File: src/rtl/spi_eng_pkg.sv
package spi_eng_pkg;

    localparam int BYTE_W   = 8;
    localparam int MAX_TX   = 5;
    localparam int MAX_RX   = 3;
    localparam int FRAME_W  = MAX_TX * BYTE_W;
    localparam int BITCNT_W = 6;

    localparam logic [3:0] START_TAG = 4'h5;

    localparam logic [2:0] OFS_CTRL  = 3'd0;
    localparam logic [2:0] OFS_OP    = 3'd1;
    localparam logic [2:0] OFS_ADR_A = 3'd2;
    localparam logic [2:0] OFS_RX0   = 3'd5;
    localparam logic [2:0] OFS_EXTRA = 3'd7;

    typedef enum logic [1:0] {
        SQ_IDLE,
        SQ_SHIFT,
        SQ_RELEASE
    } sq_state_t;

    typedef struct packed {
        logic [1:0] wcode;
        logic [1:0] rcount;
    } xfer_cfg_t;

    function automatic logic [2:0] tx_bytes(input logic [1:0] code);
        case (code)
            2'd0:    return 3'd1;
            2'd1:    return 3'd2;
            2'd2:    return 3'd4;
            default: return 3'd5;
        endcase
    endfunction

    // Wire-order frame, first byte at the MSB end, unused bytes zero.
    function automatic logic [FRAME_W-1:0] build_frame(
        input logic [BYTE_W-1:0] op,
        input logic [BYTE_W-1:0] adr_a,
        input logic [BYTE_W-1:0] adr_b,
        input logic [BYTE_W-1:0] adr_c,
        input logic [BYTE_W-1:0] extra,
        input logic [1:0]        code);
        logic [BYTE_W-1:0] b1, b2, b3, b4;
        b1 = (code == 2'd1) ? extra : ((code[1]) ? adr_c : '0);
        b2 = code[1] ? adr_b : '0;
        b3 = code[1] ? adr_a : '0;
        b4 = (code == 2'd3) ? extra : '0;
        return {op, b1, b2, b3, b4};
    endfunction

endpackage

File: src/rtl/spi_eng_regs.sv
module spi_eng_regs
    import spi_eng_pkg::*;
(
    input  logic              clk,
    input  logic              rst,
    input  logic              wr_en,
    input  logic [2:0]        addr,
    input  logic [BYTE_W-1:0] wdata,
    input  logic              busy,
    output logic [BYTE_W-1:0] op_q,
    output logic [BYTE_W-1:0] adr_q [3],
    output logic [BYTE_W-1:0] extra_q,
    output logic              start,
    output xfer_cfg_t         cfg
);

    logic accept;
    assign accept = wr_en && !busy;

    assign start      = accept && (addr == OFS_CTRL) && (wdata[7:4] == START_TAG);
    assign cfg.wcode  = wdata[1:0];
    assign cfg.rcount = wdata[3:2];

    always_ff @(posedge clk) begin
        if (rst) begin
            op_q    <= '0;
            extra_q <= '0;
        end else if (accept) begin
            if (addr == OFS_OP)    op_q    <= wdata;
            if (addr == OFS_EXTRA) extra_q <= wdata;
        end
    end

    for (genvar g = 0; g < 3; g++) begin : g_adr
        always_ff @(posedge clk) begin
            if (rst)
                adr_q[g] <= '0;
            else if (accept && addr == OFS_ADR_A + 3'(g))
                adr_q[g] <= wdata;
        end
    end

endmodule

File: src/rtl/spi_eng_seq.sv
module spi_eng_seq
    import spi_eng_pkg::*;
#(
    parameter int CLK_DIV = 2
) (
    input  logic               clk,
    input  logic               rst,
    input  logic               start,
    input  xfer_cfg_t          cfg,
    input  logic [FRAME_W-1:0] frame,
    input  logic               spi_miso,
    output logic               busy,
    output logic               spi_sck,
    output logic               spi_cs_n,
    output logic               spi_mosi,
    output logic [BYTE_W-1:0]  rx_q [MAX_RX]
);

    localparam int DIV_W = (CLK_DIV > 1) ? $clog2(CLK_DIV) : 1;
    localparam logic [DIV_W-1:0] DIV_LAST = DIV_W'(CLK_DIV - 1);

    sq_state_t             state_q;
    logic [DIV_W-1:0]      div_q;
    logic [BITCNT_W-1:0]   bit_q, wbits_q, last_q;
    logic [FRAME_W-1:0]    sr_q;
    logic [1:0]            rx_idx;

    assign spi_mosi = sr_q[FRAME_W-1];
    assign rx_idx   = 2'((bit_q - wbits_q) >> 3);

    always_ff @(posedge clk) begin
        if (rst) begin
            state_q  <= SQ_IDLE;
            div_q    <= '0;
            bit_q    <= '0;
            wbits_q  <= '0;
            last_q   <= '0;
            sr_q     <= '0;
            busy     <= 1'b0;
            spi_sck  <= 1'b0;
            spi_cs_n <= 1'b1;
        end else begin
            case (state_q)
                SQ_IDLE: begin
                    if (start) begin
                        state_q  <= SQ_SHIFT;
                        busy     <= 1'b1;
                        spi_cs_n <= 1'b0;
                        div_q    <= '0;
                        bit_q    <= '0;
                        sr_q     <= frame;
                        wbits_q  <= BITCNT_W'({tx_bytes(cfg.wcode), 3'b000});
                        last_q   <= BITCNT_W'({tx_bytes(cfg.wcode), 3'b000})
                                  + BITCNT_W'({cfg.rcount, 3'b000}) - 1'b1;
                    end
                end
                SQ_SHIFT: begin
                    if (div_q == DIV_LAST) begin
                        div_q <= '0;
                        if (!spi_sck) begin
                            spi_sck <= 1'b1;
                        end else begin
                            spi_sck <= 1'b0;
                            if (bit_q == last_q) begin
                                spi_cs_n <= 1'b1;
                                state_q  <= SQ_RELEASE;
                            end else begin
                                bit_q <= bit_q + 1'b1;
                                sr_q  <= sr_q << 1;
                            end
                        end
                    end else begin
                        div_q <= div_q + 1'b1;
                    end
                end
                SQ_RELEASE: begin
                    busy    <= 1'b0;
                    state_q <= SQ_IDLE;
                end
                default: state_q <= SQ_IDLE;
            endcase
        end
    end

    // Sample MISO on the system edge that raises SCK, read phase only.
    for (genvar g = 0; g < MAX_RX; g++) begin : g_rx
        always_ff @(posedge clk) begin
            if (rst)
                rx_q[g] <= '0;
            else if (state_q == SQ_SHIFT && div_q == DIV_LAST && !spi_sck
                     && bit_q >= wbits_q && rx_idx == 2'(g))
                rx_q[g] <= {rx_q[g][BYTE_W-2:0], spi_miso};
        end
    end

endmodule

File: src/rtl/spi_cmd_engine.sv
module spi_cmd_engine
    import spi_eng_pkg::*;
#(
    parameter int CLK_DIV = 2
) (
    input  logic       clk,
    input  logic       rst,
    input  logic       wr_en,
    input  logic [2:0] addr,
    input  logic [7:0] wdata,
    output logic [7:0] rdata,
    output logic       spi_sck,
    output logic       spi_cs_n,
    output logic       spi_mosi,
    input  logic       spi_miso
);

    logic               busy_w, start_w;
    xfer_cfg_t          cfg_w;
    logic [BYTE_W-1:0]  op_w, extra_w;
    logic [BYTE_W-1:0]  adr_w [3];
    logic [BYTE_W-1:0]  rx_w [MAX_RX];
    logic [FRAME_W-1:0] frame_w;

    spi_eng_regs u_regs (
        .clk     (clk),
        .rst     (rst),
        .wr_en   (wr_en),
        .addr    (addr),
        .wdata   (wdata),
        .busy    (busy_w),
        .op_q    (op_w),
        .adr_q   (adr_w),
        .extra_q (extra_w),
        .start   (start_w),
        .cfg     (cfg_w)
    );

    assign frame_w = build_frame(op_w, adr_w[0], adr_w[1], adr_w[2], extra_w, cfg_w.wcode);

    spi_eng_seq #(.CLK_DIV(CLK_DIV)) u_seq (
        .clk      (clk),
        .rst      (rst),
        .start    (start_w),
        .cfg      (cfg_w),
        .frame    (frame_w),
        .spi_miso (spi_miso),
        .busy     (busy_w),
        .spi_sck  (spi_sck),
        .spi_cs_n (spi_cs_n),
        .spi_mosi (spi_mosi),
        .rx_q     (rx_w)
    );

    always_comb begin
        case (addr)
            3'd0:    rdata = {busy_w, 7'b0};
            3'd1:    rdata = op_w;
            3'd2:    rdata = adr_w[0];
            3'd3:    rdata = adr_w[1];
            3'd4:    rdata = adr_w[2];
            3'd5:    rdata = rx_w[0];
            3'd6:    rdata = rx_w[1];
            default: rdata = rx_w[2];
        endcase
    end

endmodule

File: config.mk
export PLATFORM = sky130hd
export DESIGN_NAME = spi_cmd_engine
export DESIGN_NICKNAME = d
export VERILOG_FILES = /design/src/rtl/spi_eng_pkg.sv /design/src/rtl/spi_eng_regs.sv /design/src/rtl/spi_eng_seq.sv /design/src/rtl/spi_cmd_engine.sv
export SDC_FILE = /design/constraint.sdc
export NUM_CORES = 1
export LEC_CHECK = 0
export ABC_AREA = 1
export BUFFER_PORTS_ARGS = -buffer_cell sky130_fd_sc_hd__buf_4
export CORE_UTILIZATION = 45
export CTS_CLUSTER_SIZE = 10
export DETAILED_ROUTE_END_ITERATION = 8
export PLACE_DENSITY = 0.68
export SYNTH_ARGS = -nofsm -noshare
export SYNTH_HDL_FRONTEND = slang
export SYNTH_HIERARCHICAL = 1
export SYNTH_SLANG_ARGS = --single-unit
export TNS_END_PERCENT = 100
File: constraint.sdc
create_clock -name clk -period 2.5 [get_ports clk]
set_input_delay 0 -clock clk [delete_from_list [all_inputs] [get_ports clk]]
set_output_delay 0 -clock clk [all_outputs]
set_load 0.01 [all_outputs]
==> results of run 1 <==
## cell families (layout without fill, tap and decap cells)
family	after synthesis	in the layout	synth area share, %
AO/OA/AOI/OAI	48	48	3.613
XOR/XNOR	3	3	0.3892
adder cells (fa/ha/maj)	11	11	2.038
buffers and inverters	147	154	9.802
flip-flops	123	123	36.46
AND/OR/NAND/NOR	733	733	47.69
## final cells by class
| cell class | count | share of cell area [%] |
|---|---|---|
| multi-input cells | 795 | 48.82 |
| flip-flops and latches | 123 | 33.13 |
| clock buffers | 27 | 6.498 |
| inverters | 88 | 4.512 |
| repair buffers | 36 | 3.737 |
| well taps | 184 | 3.098 |
| clock inverters | 3 | 0.2020 |
## through the flow
| stage | instance area (µm²) | total power (µW) |
|---|---|---|
| 4_1_cts | 7432 | 4484 |
| 3_3_place_gp | 6904 | 2361 |
| 2_1_floorplan | 6753 | 2284 |
| 3_5_place_dp | 6904 | 2365 |
| 6_report | 7432 | 4453 |
| 5_1_grt | 7432 | 4626 |
## worst paths after layout
kind / from / to / slack [ns] / depth (start not counted)
min reg2reg: u_seq/rx_q[23]$_SDFFE_PP0P_ / u_seq/rx_q[23]$_SDFFE_PP0P_ / 0.47 / 2
max: u_seq/bit_q[4]$_SDFFE_PP0P_ / u_seq/rx_q[8]$_SDFFE_PP0P_ / 0.43 / 6
min: wdata[4] / u_regs/adr_q[4]$_SDFFE_PP0P_ / 0.03 / 5
max reg2reg: u_seq/bit_q[4]$_SDFFE_PP0P_ / u_seq/rx_q[8]$_SDFFE_PP0P_ / 0.43 / 6
## sequential cells by signal, indices dropped and copies added, names as in the netlist, 2 cells and up
signal / cells
u_seq/sr_q: 40
u_regs/adr_q: 24
u_seq/rx_q: 24
u_regs/extra_q: 8
u_regs/op_q: 8
u_seq/bit_q: 6
u_seq/last_q: 4
u_seq/wbits_q: 3
u_seq/state_q: 2
## power groups by stage
stage | Sequential, µW | Combinational (µW) | Clock (µW)
floorplan | 2050 | 237 | 0
global placement | 2050 | 307 | 0
detailed placement | 2050 | 310 | 0
CTS | 2010 | 315 | 2160
global route | 2020 | 358 | 2250
finish | 2010 | 318 | 2120
## cell usage in the layout (no fill, tap or decap), drive strengths merged, types with 15 or more instances in the layout
cell and n:
nand4 53, inv 87, nor2 224, buf 33
nand2 353, dfxtp 123, clkbuf 27, nand3b 41
o21ai 15, a21oi 32, nand3 58
## routing by layer
metal  global-route usage (%)  vias to the layer above  part of all wire [%]
met5                        0                        -                     0
met4                    8.788                        0                   2.1
met3                    4.682                       24                   4.6
met2                    34.71                      173                    45
met1                    32.40                     2888                    48
li1                         -                     3338                     -
## worst max-delay path, delay by kind of cell, from the launching register on
family,cells,cell delay [ns]
XOR/XNOR,1,0.17
flip-flops,1,0.44
AND/OR/NAND/NOR,3,0.94
adder cells (fa/ha/maj),1,0.31
AO/OA/AOI/OAI,1,0.07
==> impl_metrics.env, run 1 <==
export IMPL_status="completed"
export IMPL_setup_ws_ns=0.4315
export IMPL_drt_iter0_drc=588
export IMPL_numCtsBuffers=17
export IMPL_post_cts_buffers=0
export IMPL_yosys_top_cells_area="dfxtp_1, nand2_1, nor2_1"
export IMPL_slew_limit_headroom_pct=56.13
export IMPL_async_flop_share_pct=0
export IMPL_grt_usage_pct=23.10
export IMPL_fp_dieW_um=124.5
export IMPL_startpoint_type="flop"
export IMPL_fin_cells=1256
export IMPL_port_buffers=25
export IMPL_worst_pin_slew_ns=0.6581
export IMPL_switching_share_pct=23.82
export IMPL_hpwl_mm=11.42
export IMPL_syn_area_mm2=0.006753
export IMPL_rsz0062_at_grt="no"
export IMPL_fillers=1507
export IMPL_cts_resized=0
export IMPL_wl_per_cell_um=13.52
export IMPL_p_sw_uw=1061
export IMPL_whs_ns=0.03462
export IMPL_p_comb_share_pct=7.1
export IMPL_place_gp_congestion=0.8690
export IMPL_synth_seq_cells=123
export IMPL_nNetsFinal=1087
export IMPL_fp_dieH_um=124.5
export IMPL_grt_max_degree=59
export IMPL_pwr_share_clk_pct=47.6
export IMPL_clockBufferDepth=2
export IMPL_intPower_uw=3393
export IMPL_cp_required_ns=2.79
export IMPL_netlist_instances=1065
export IMPL_tns_ns=0
export IMPL_dr_pass1_iters=7
export IMPL_ir_drop_mv=0.4269
export IMPL_start_util_pct=46.29
export IMPL_cap_violations=0
export IMPL_power_frac_seq_pct=45.2
export IMPL_htree_levels=4
export IMPL_netlist_area_leader_share_pct=36.46
export IMPL_syn_nets=1091
export IMPL_grt_pass1_wl_mm=28.79
export IMPL_dp_cells=1223
export IMPL_final_core_utilization_pct=50.94
export IMPL_max_stage_delay_ns=0.46
export IMPL_multi_input_area_mm2=0.003628
export IMPL_vias_per_cell=5.114
export IMPL_worstPathCellList="ha_1 -> xnor2_1 -> nor2_1 -> nand3_1 -> nand2_1 -> a21oi_1"
export IMPL_critPathKind="reg2reg"
export IMPL_num_vias=6423
export IMPL_yosysMostFrequentCell="nand2_1"
export IMPL_p_leak_uw=0.003427
export IMPL_core_area_mm2=0.01459
export IMPL_grt_pass1_vias=5793
export IMPL_final_setup_skew_ns=0.004848
export IMPL_ys_seq_area_share_pct=36.46
export IMPL_drive_gt1_share_pct=7.743
export IMPL_arrival_ns=2.36
export IMPL_ctsHoldBuffers=3
export IMPL_tritoncts="built"
export IMPL_synth_edf_count=0
export IMPL_synth_distinct_cells=31
export IMPL_clock_latency_ns=0.42
export IMPL_dieArea_mm2=0.01550
export IMPL_drt_total_wl_mm=16.98
export IMPL_yosysTopAreaCell="dfxtp_1"
export IMPL_final_hold_viol_count=0
export IMPL_synth_top_flop_cell="dfxtp_1"
export IMPL_syn_avg_cell_area_um2=6.341
export IMPL_drc_errors=0
export IMPL_fmaxAchievable_ghz=0.4834
export IMPL_ff_latch_area_mm2=0.002462
export IMPL_fin_crit_ns=2.069
export IMPL_antenna_left=0
export IMPL_preCtsSetupSlack_ns=0.4903
export IMPL_grt_overflow_total=0
export IMPL_yosys_warnings=6
export IMPL_finalSetupViolCount=0
export IMPL_cts_sinks=123
export IMPL_hp_class="in2reg"
export IMPL_synth_common_cells="nand2_1, nor2_1, dfxtp_1, inv_1, nand3_1"
export IMPL_antenna_found_initial=0
export IMPL_clockRootBuffer="clkbuf_16"
export IMPL_critPathSlowestCell="nor2_1"
export IMPL_p_per_area_mw_per_mm2=599.2
export IMPL_maxSlewViolCount=0
export IMPL_path_max_fanout=9
export IMPL_fin_crit_sh_pct=82.74
export IMPL_clk_pin_slew_ns=0.05
export IMPL_io_pins=26
export IMPL_end_kind="flop"
export IMPL_rows=44
export IMPL_area_growth_pct=10.06
export IMPL_insertedDiodeCount=0
Power figures use the tool's default switching activity.
==> run 2, diff against run 1 <==
- ABC_AREA: 1 -> 0
- clock period: 2.5 -> 2.1 ns (I/O delays scaled with it)
==> impl_metrics.env, run 2 <==
export IMPL_synth_edf_count=0
export IMPL_fmaxAchievable_ghz=0.4588
export IMPL_maxSlewViolCount=0
export IMPL_fp_dieW_um=119.2
export IMPL_hpwl_mm=10.15
export IMPL_io_pins=26
export IMPL_reg_largest_list="u_seq/sr_q x40, u_regs/adr_q x24, u_seq/rx_q x24"
export IMPL_p_per_area_mw_per_mm2=759.4
export IMPL_fin_crit_ns=2.179
export IMPL_worst_pin_slew_ns=0.7413
export IMPL_clock_latency_ns=0.43
export IMPL_ir_drop_mv=0.5435
export IMPL_core_area_mm2=0.01330
export IMPL_synth_top_family_by_area="simple AND/OR/NAND/NOR gates"
export IMPL_rows=42
export IMPL_clk_pin_slew_ns=0.05
export IMPL_drt_total_wl_mm=17.10
export IMPL_port_buffers=25
export IMPL_yosys_warnings=6
export IMPL_syn_area_mm2=0.006178
export IMPL_yosysMostFrequentCell="dfxtp_1"
export IMPL_dieArea_mm2=0.01420
export IMPL_synthXorXnorAreaFrac_pct=1.276
export IMPL_startpoint_type="flop"
export IMPL_grt_pass1_vias=4930
export IMPL_hp_class="in2reg"
export IMPL_regMostFlops="u_seq/sr_q"
export IMPL_numCtsBuffers=17
export IMPL_insertedDiodeCount=0
export IMPL_layout_common_cells="dfxtp_1, nand2_1, mux2i_1, nor2_1, nand2b_1"
export IMPL_synth_compound_area_share_pct=13.20
export IMPL_arrival_ns=2.50
export IMPL_largest_reg_flops=40
export IMPL_num_vias=5234
export IMPL_clockBufferDepth=2
export IMPL_r2r_slack_ns=-0.08
export IMPL_drt_iter0_drc=435
export IMPL_vias_per_cell=5.714
export IMPL_grt_usage_pct=23.20
export IMPL_yosysTopAreaCell="dfxtp_1"
export IMPL_setup_ws_ns=-0.07945
export IMPL_preCtsSetupSlack_ns=-0.04814
export IMPL_antenna_found_initial=0
export IMPL_cp_required_ns=2.42
export IMPL_drive_gt1_share_pct=21.08
export IMPL_nNetsFinal=753
export IMPL_synth_distinct_cells=60
export IMPL_drc_errors=0
export IMPL_place_gp_congestion=0.8785
export IMPL_final_setup_skew_ns=0.005225
export IMPL_final_hold_viol_count=0
export IMPL_synth_seq_cells=123
export IMPL_synthMuxAreaShare_pct=13.97
export IMPL_yosys_area_share_simple_pct=23.90
export IMPL_netlist_area_leader_share_pct=39.85
export IMPL_cts_sinks=123
export IMPL_synth_common_cells="dfxtp_1, nand2_1, nor2_1, mux2i_1, nand2b_1"
export IMPL_grt_overflow_total=0
export IMPL_cap_violations=0
export IMPL_violations="negative setup slack"
export IMPL_syn_avg_cell_area_um2=8.864
export IMPL_p_leak_uw=0.002994
export IMPL_start_util_pct=46.47
export IMPL_grt_max_degree=66
export IMPL_syn_nets=723
export IMPL_wl_per_cell_um=18.67
export IMPL_synthAdderAreaFrac_pct=2.228
export IMPL_total_power_uw=5859
export IMPL_rsz0062_at_grt="yes"
export IMPL_htree_levels=4
export IMPL_finalSetupViolCount=40
export IMPL_area_growth_pct=24.87
export IMPL_path_max_fanout=5
export IMPL_fp_dieH_um=119.2
export IMPL_slew_limit_headroom_pct=50.53
export IMPL_async_flop_share_pct=0
export IMPL_synth_top_flop_cell="dfxtp_1"
export IMPL_dr_pass1_iters=5
export IMPL_fin_crit_sh_pct=103.8
export IMPL_tns_ns=-1.733
export IMPL_grt_pass1_wl_mm=25.59
export IMPL_critPathKind="reg2reg"
export IMPL_netlist_instances=697
export IMPL_yosys_top_cells_area="dfxtp_1, mux2i_1, a311oi_1"
export IMPL_ys_seq_area_share_pct=39.85
export IMPL_status="finished with violations"
export IMPL_clockRootBuffer="clkbuf_16"
export IMPL_tritoncts="built"
export IMPL_end_kind="flop"
export IMPL_final_common_cell="dfxtp_1"
export IMPL_antenna_left=0
==> run 2: cell types whose count changed in the layout (fill, tap and decap cells not counted), moves of 50 or more <==
cell      previous run  this run
nand4_1             52         0
nand2_1            349        91
inv_1               79        19
nor2_1             213        64
nand2b_1             0        50
mux2i_1              0        72
nand3_1             57         7
==> run 2: layout make-up <==
class	instances	area (µm²)
Fill cell	1114	5580
Timing Repair Buffer	66	711.9
Multi-Input combinational cell	500	3616
Clock buffer	19	432.9
Tap cell	176	220.2
Clock inverter	13	198.9
Inverter	19	71.32
Sequential cell	123	2464
==> run 2: worst paths after layout <==
kind,startpoint,end,depth (start not counted)
hold reg to reg,u_seq/sr_q[12]$_SDFFE_PP0P_,u_seq/sr_q[13]$_SDFFE_PP0P_,2
setup reg to reg,u_seq/busy$_SDFFE_PP0P_,u_seq/sr_q[36]$_SDFFE_PP0P_,10
hold / removal,rst,u_seq/spi_sck$_SDFFE_PP0N_,2
setup / recovery,u_seq/busy$_SDFFE_PP0P_,u_seq/sr_q[36]$_SDFFE_PP0P_,10
==> run 2: stage by stage <==
stage               cells  hold WS [ns]  util, %  cell area [µm²]
detailed placement    864        0.2839    48.94             6506
global route          916       0.06928    58.03             7715
finish                916       0.07023    58.03             7715
floorplan             697        0.1140        -             6232
global placement      864        0.2653    48.94             6506
CTS                   903       0.04819    54.62             7262
==> run 2: cell families (layout without fill, tap and decap cells) <==
kind of cell	after synthesis	after routing
AO/OA/AOI/OAI	106	106
XOR/XNOR	9	9
buffers and inverters	74	117
multiplexers	80	80
adder cells (fa/ha/maj)	11	11
flip-flops	123	123
AND/OR/NAND/NOR	294	294
==> run 2: worst max-delay path, stage by stage (launching register included) <==
cell and delay (ns):
dfxtp_2 0.33, nor3b_4 0.21, nand4b_1 0.15, nor3b_2 0.24, nor3b_4 0.27, a31oi_4 0.07, a21oi_4 0.19, buf_6 0.17
clkbuf_16 0.16, nor2_2 0.04, a311oi_2 0.22
==> run 2: power by group <==
part           internal (µW)  leakage, µW  switching (µW)
combinational            130      0.00169             189
sequential              2360     0.000993            20.1
clock                   2090     0.000306            1070
total                   4580      0.00299            1280
==> run 2: timing repair <==
item,in CTS,in global routing
pin swaps,19,32
buffers inserted,2,5
endpoints found under the hold margin,7,0
gates cloned,2,8
resized for setup,4,60
hold buffers,3,0
setup endpoints to repair,32,45
==> run 2: per-layer routing <==
layer	share of wire (%)	global-route usage [%]	vias to the layer above
met5	0	0	-
met4	1.5	7.278	0
met3	5.9	5.460	22
met2	49	38.08	160
met1	44	29.96	2544
li1	-	-	2508
==> run 3, diff against run 2 <==
- ABC_AREA: 0 -> 1
- CORE_ASPECT_RATIO: default -> 0.5
- MAX_ROUTING_LAYER: default -> met4
==> impl_metrics.env, run 3 (synthesized netlist as in run 1, its figures left out) <==
export IMPL_status="completed"
export IMPL_critPathKind="reg2reg"
export IMPL_num_vias=6577
export IMPL_power_frac_seq_pct=40.5
export IMPL_tritoncts="built"
export IMPL_insertedDiodeCount=0
export IMPL_clk_pin_slew_ns=0.06
export IMPL_finalSetupViolCount=0
export IMPL_worst_pin_slew_ns=0.5974
export IMPL_clockRootBuffer="clkbuf_16"
export IMPL_final_common_cell="nand2_1"
export IMPL_startpoint_type="flop"
export IMPL_dpl_instance_area_mm2=0.006979
export IMPL_cts_sinks=123
export IMPL_cts_resized=0
export IMPL_io_pins=26
export IMPL_vias_per_cell=5.138
export IMPL_fp_dieH_um=88.62
export IMPL_start_util_pct=46.43
export IMPL_numCtsBuffers=17
export IMPL_maxSlewViolCount=0
export IMPL_design_area_mm2=0.007664
export IMPL_final_setup_skew_ns=0.01037
export IMPL_htree_levels=4
export IMPL_final_core_utilization_pct=52.69
export IMPL_cp_required_ns=2.40
export IMPL_place_gp_congestion=0.8876
export IMPL_p_per_area_mw_per_mm2=776.3
export IMPL_antenna_found_initial=0
export IMPL_fmaxAchievable_ghz=0.5148
export IMPL_nNetsFinal=1095
export IMPL_largest_reg_flops=40
export IMPL_port_buffers=25
export IMPL_drt_total_wl_mm=18.30
export IMPL_drt_iter0_drc=689
export IMPL_fin_crit_sh_pct=92.51
export IMPL_antenna_left=0
export IMPL_fin_crit_ns=1.943
export IMPL_rsz0062_at_grt="no"
export IMPL_regMostFlops="u_seq/sr_q"
export IMPL_p_comb_share_pct=6.4
export IMPL_core_area_mm2=0.01455
export IMPL_grt_usage_pct=25.37
export IMPL_p_leak_uw=0.003520
export IMPL_grt_pass1_vias=5751
export IMPL_drc_errors=0
export IMPL_cap_violations=0
export IMPL_end_kind="flop"
export IMPL_tns_ns=0
export IMPL_grt_pass1_wl_mm=29.71
export IMPL_clock_latency_ns=0.41
export IMPL_pwr_share_clk_pct=53.1
export IMPL_reg_largest_list="u_seq/sr_q x40, u_regs/adr_q x24, u_seq/rx_q x24"
export IMPL_ir_drop_mv=0.5496
export IMPL_rows=31
export IMPL_hpwl_mm=12.06
export IMPL_p_sw_uw=1434
export IMPL_wl_per_cell_um=14.30
export IMPL_grt_max_degree=51
export IMPL_path_max_fanout=16
export IMPL_hp_class="in2reg"
export IMPL_dr_pass1_iters=7
export IMPL_area_growth_pct=13.49
export IMPL_slew_limit_headroom_pct=60.13
export IMPL_final_hold_viol_count=0
export IMPL_fp_dieW_um=175.2
export IMPL_arrival_ns=2.25
export IMPL_switching_share_pct=24.10
export IMPL_drive_gt1_share_pct=9.150
export IMPL_grt_overflow_total=0
export IMPL_clockBufferDepth=2
export IMPL_dieArea_mm2=0.01553
export IMPL_intPower_uw=4515
export IMPL_layout_common_cells="nand2_1, nor2_1, dfxtp_1, inv_1, nand3_1"
## run 3: final cells by class
| cell class | count | area, µm² |
|---|---|---|
| fillers | 1443 | 6882 |
| multi-input cells | 795 | 3628 |
| flip-flops and latches | 123 | 2462 |
| clock buffers | 18 | 439.2 |
| repair buffers | 44 | 355.3 |
| inverters | 88 | 335.3 |
| well taps | 198 | 247.7 |
| clock inverters | 14 | 195.2 |
## run 3: metrics by stage
stage | hold slack [ns] | cells | power (µW) | setup slack, ns
2_1_floorplan | 0.1349 | 1065 | 2719 | 0.3221
3_3_place_gp | 0.2585 | 1243 | 2819 | 0.2257
3_5_place_dp | 0.2695 | 1243 | 2824 | 0.1858
4_1_cts | 0.003452 | 1280 | 5978 | 0.1822
5_1_grt | 0.03164 | 1280 | 6145 | 0.004730
6_report | 0.01872 | 1280 | 5949 | 0.1573
## run 3: routing by layer
metal | global-route usage (%) | wire length, µm | part of all wire, %
met1 | 36.81 | 9307 | 51
met4 | 5.850 | 149 | 0.81
met3 | 5.799 | 1505 | 8.2
met5 | - | 0 | 0
met2 | 35.03 | 7335 | 40
## run 3: path summary, 6_finish.rpt
path | startpoint | end | slack (ns) | cells past startpoint
worst min-delay path | wdata[5] | u_regs/extra_q[5]$_SDFFE_PP0P_ | 0.02 | 5
worst max-delay path | u_seq/bit_q[3]$_SDFFE_PP0P_ | u_seq/rx_q[2]$_SDFFE_PP0P_ | 0.16 | 9
worst max register to register | u_seq/bit_q[3]$_SDFFE_PP0P_ | u_seq/rx_q[2]$_SDFFE_PP0P_ | 0.16 | 9
worst min register to register | u_seq/wbits_q[4]$_SDFFE_PP0P_ | u_seq/wbits_q[4]$_SDFFE_PP0P_ | 0.46 | 2
## run 3: timing repair
action                                 CTS  global route
hold buffers                             5             0
endpoints found under the hold margin   27             0
buffers inserted                         0             0
## run 3: worst max-delay path, cell delays in order, from the launching register on
cell and delay [ns]:
dfxtp_1 0.38, inv_1 0.11, ha_1 0.33, inv_1 0.06, nor2_1 0.08, nand4_1 0.08
nand3_1 0.20, nand3b_2 0.33, nor2_1 0.20, nor2_1 0.07
## run 3: power by group through the flow
| stage | sequential, µW | clock (µW) | combinational [µW] |
|---|---|---|---|
| floorplan | 2440 | 0 | 282 |
| global placement | 2460 | 0 | 362 |
| detailed placement | 2460 | 0 | 368 |
| CTS | 2410 | 3200 | 377 |
| global route | 2410 | 3310 | 429 |
| finish | 2410 | 3160 | 381 |
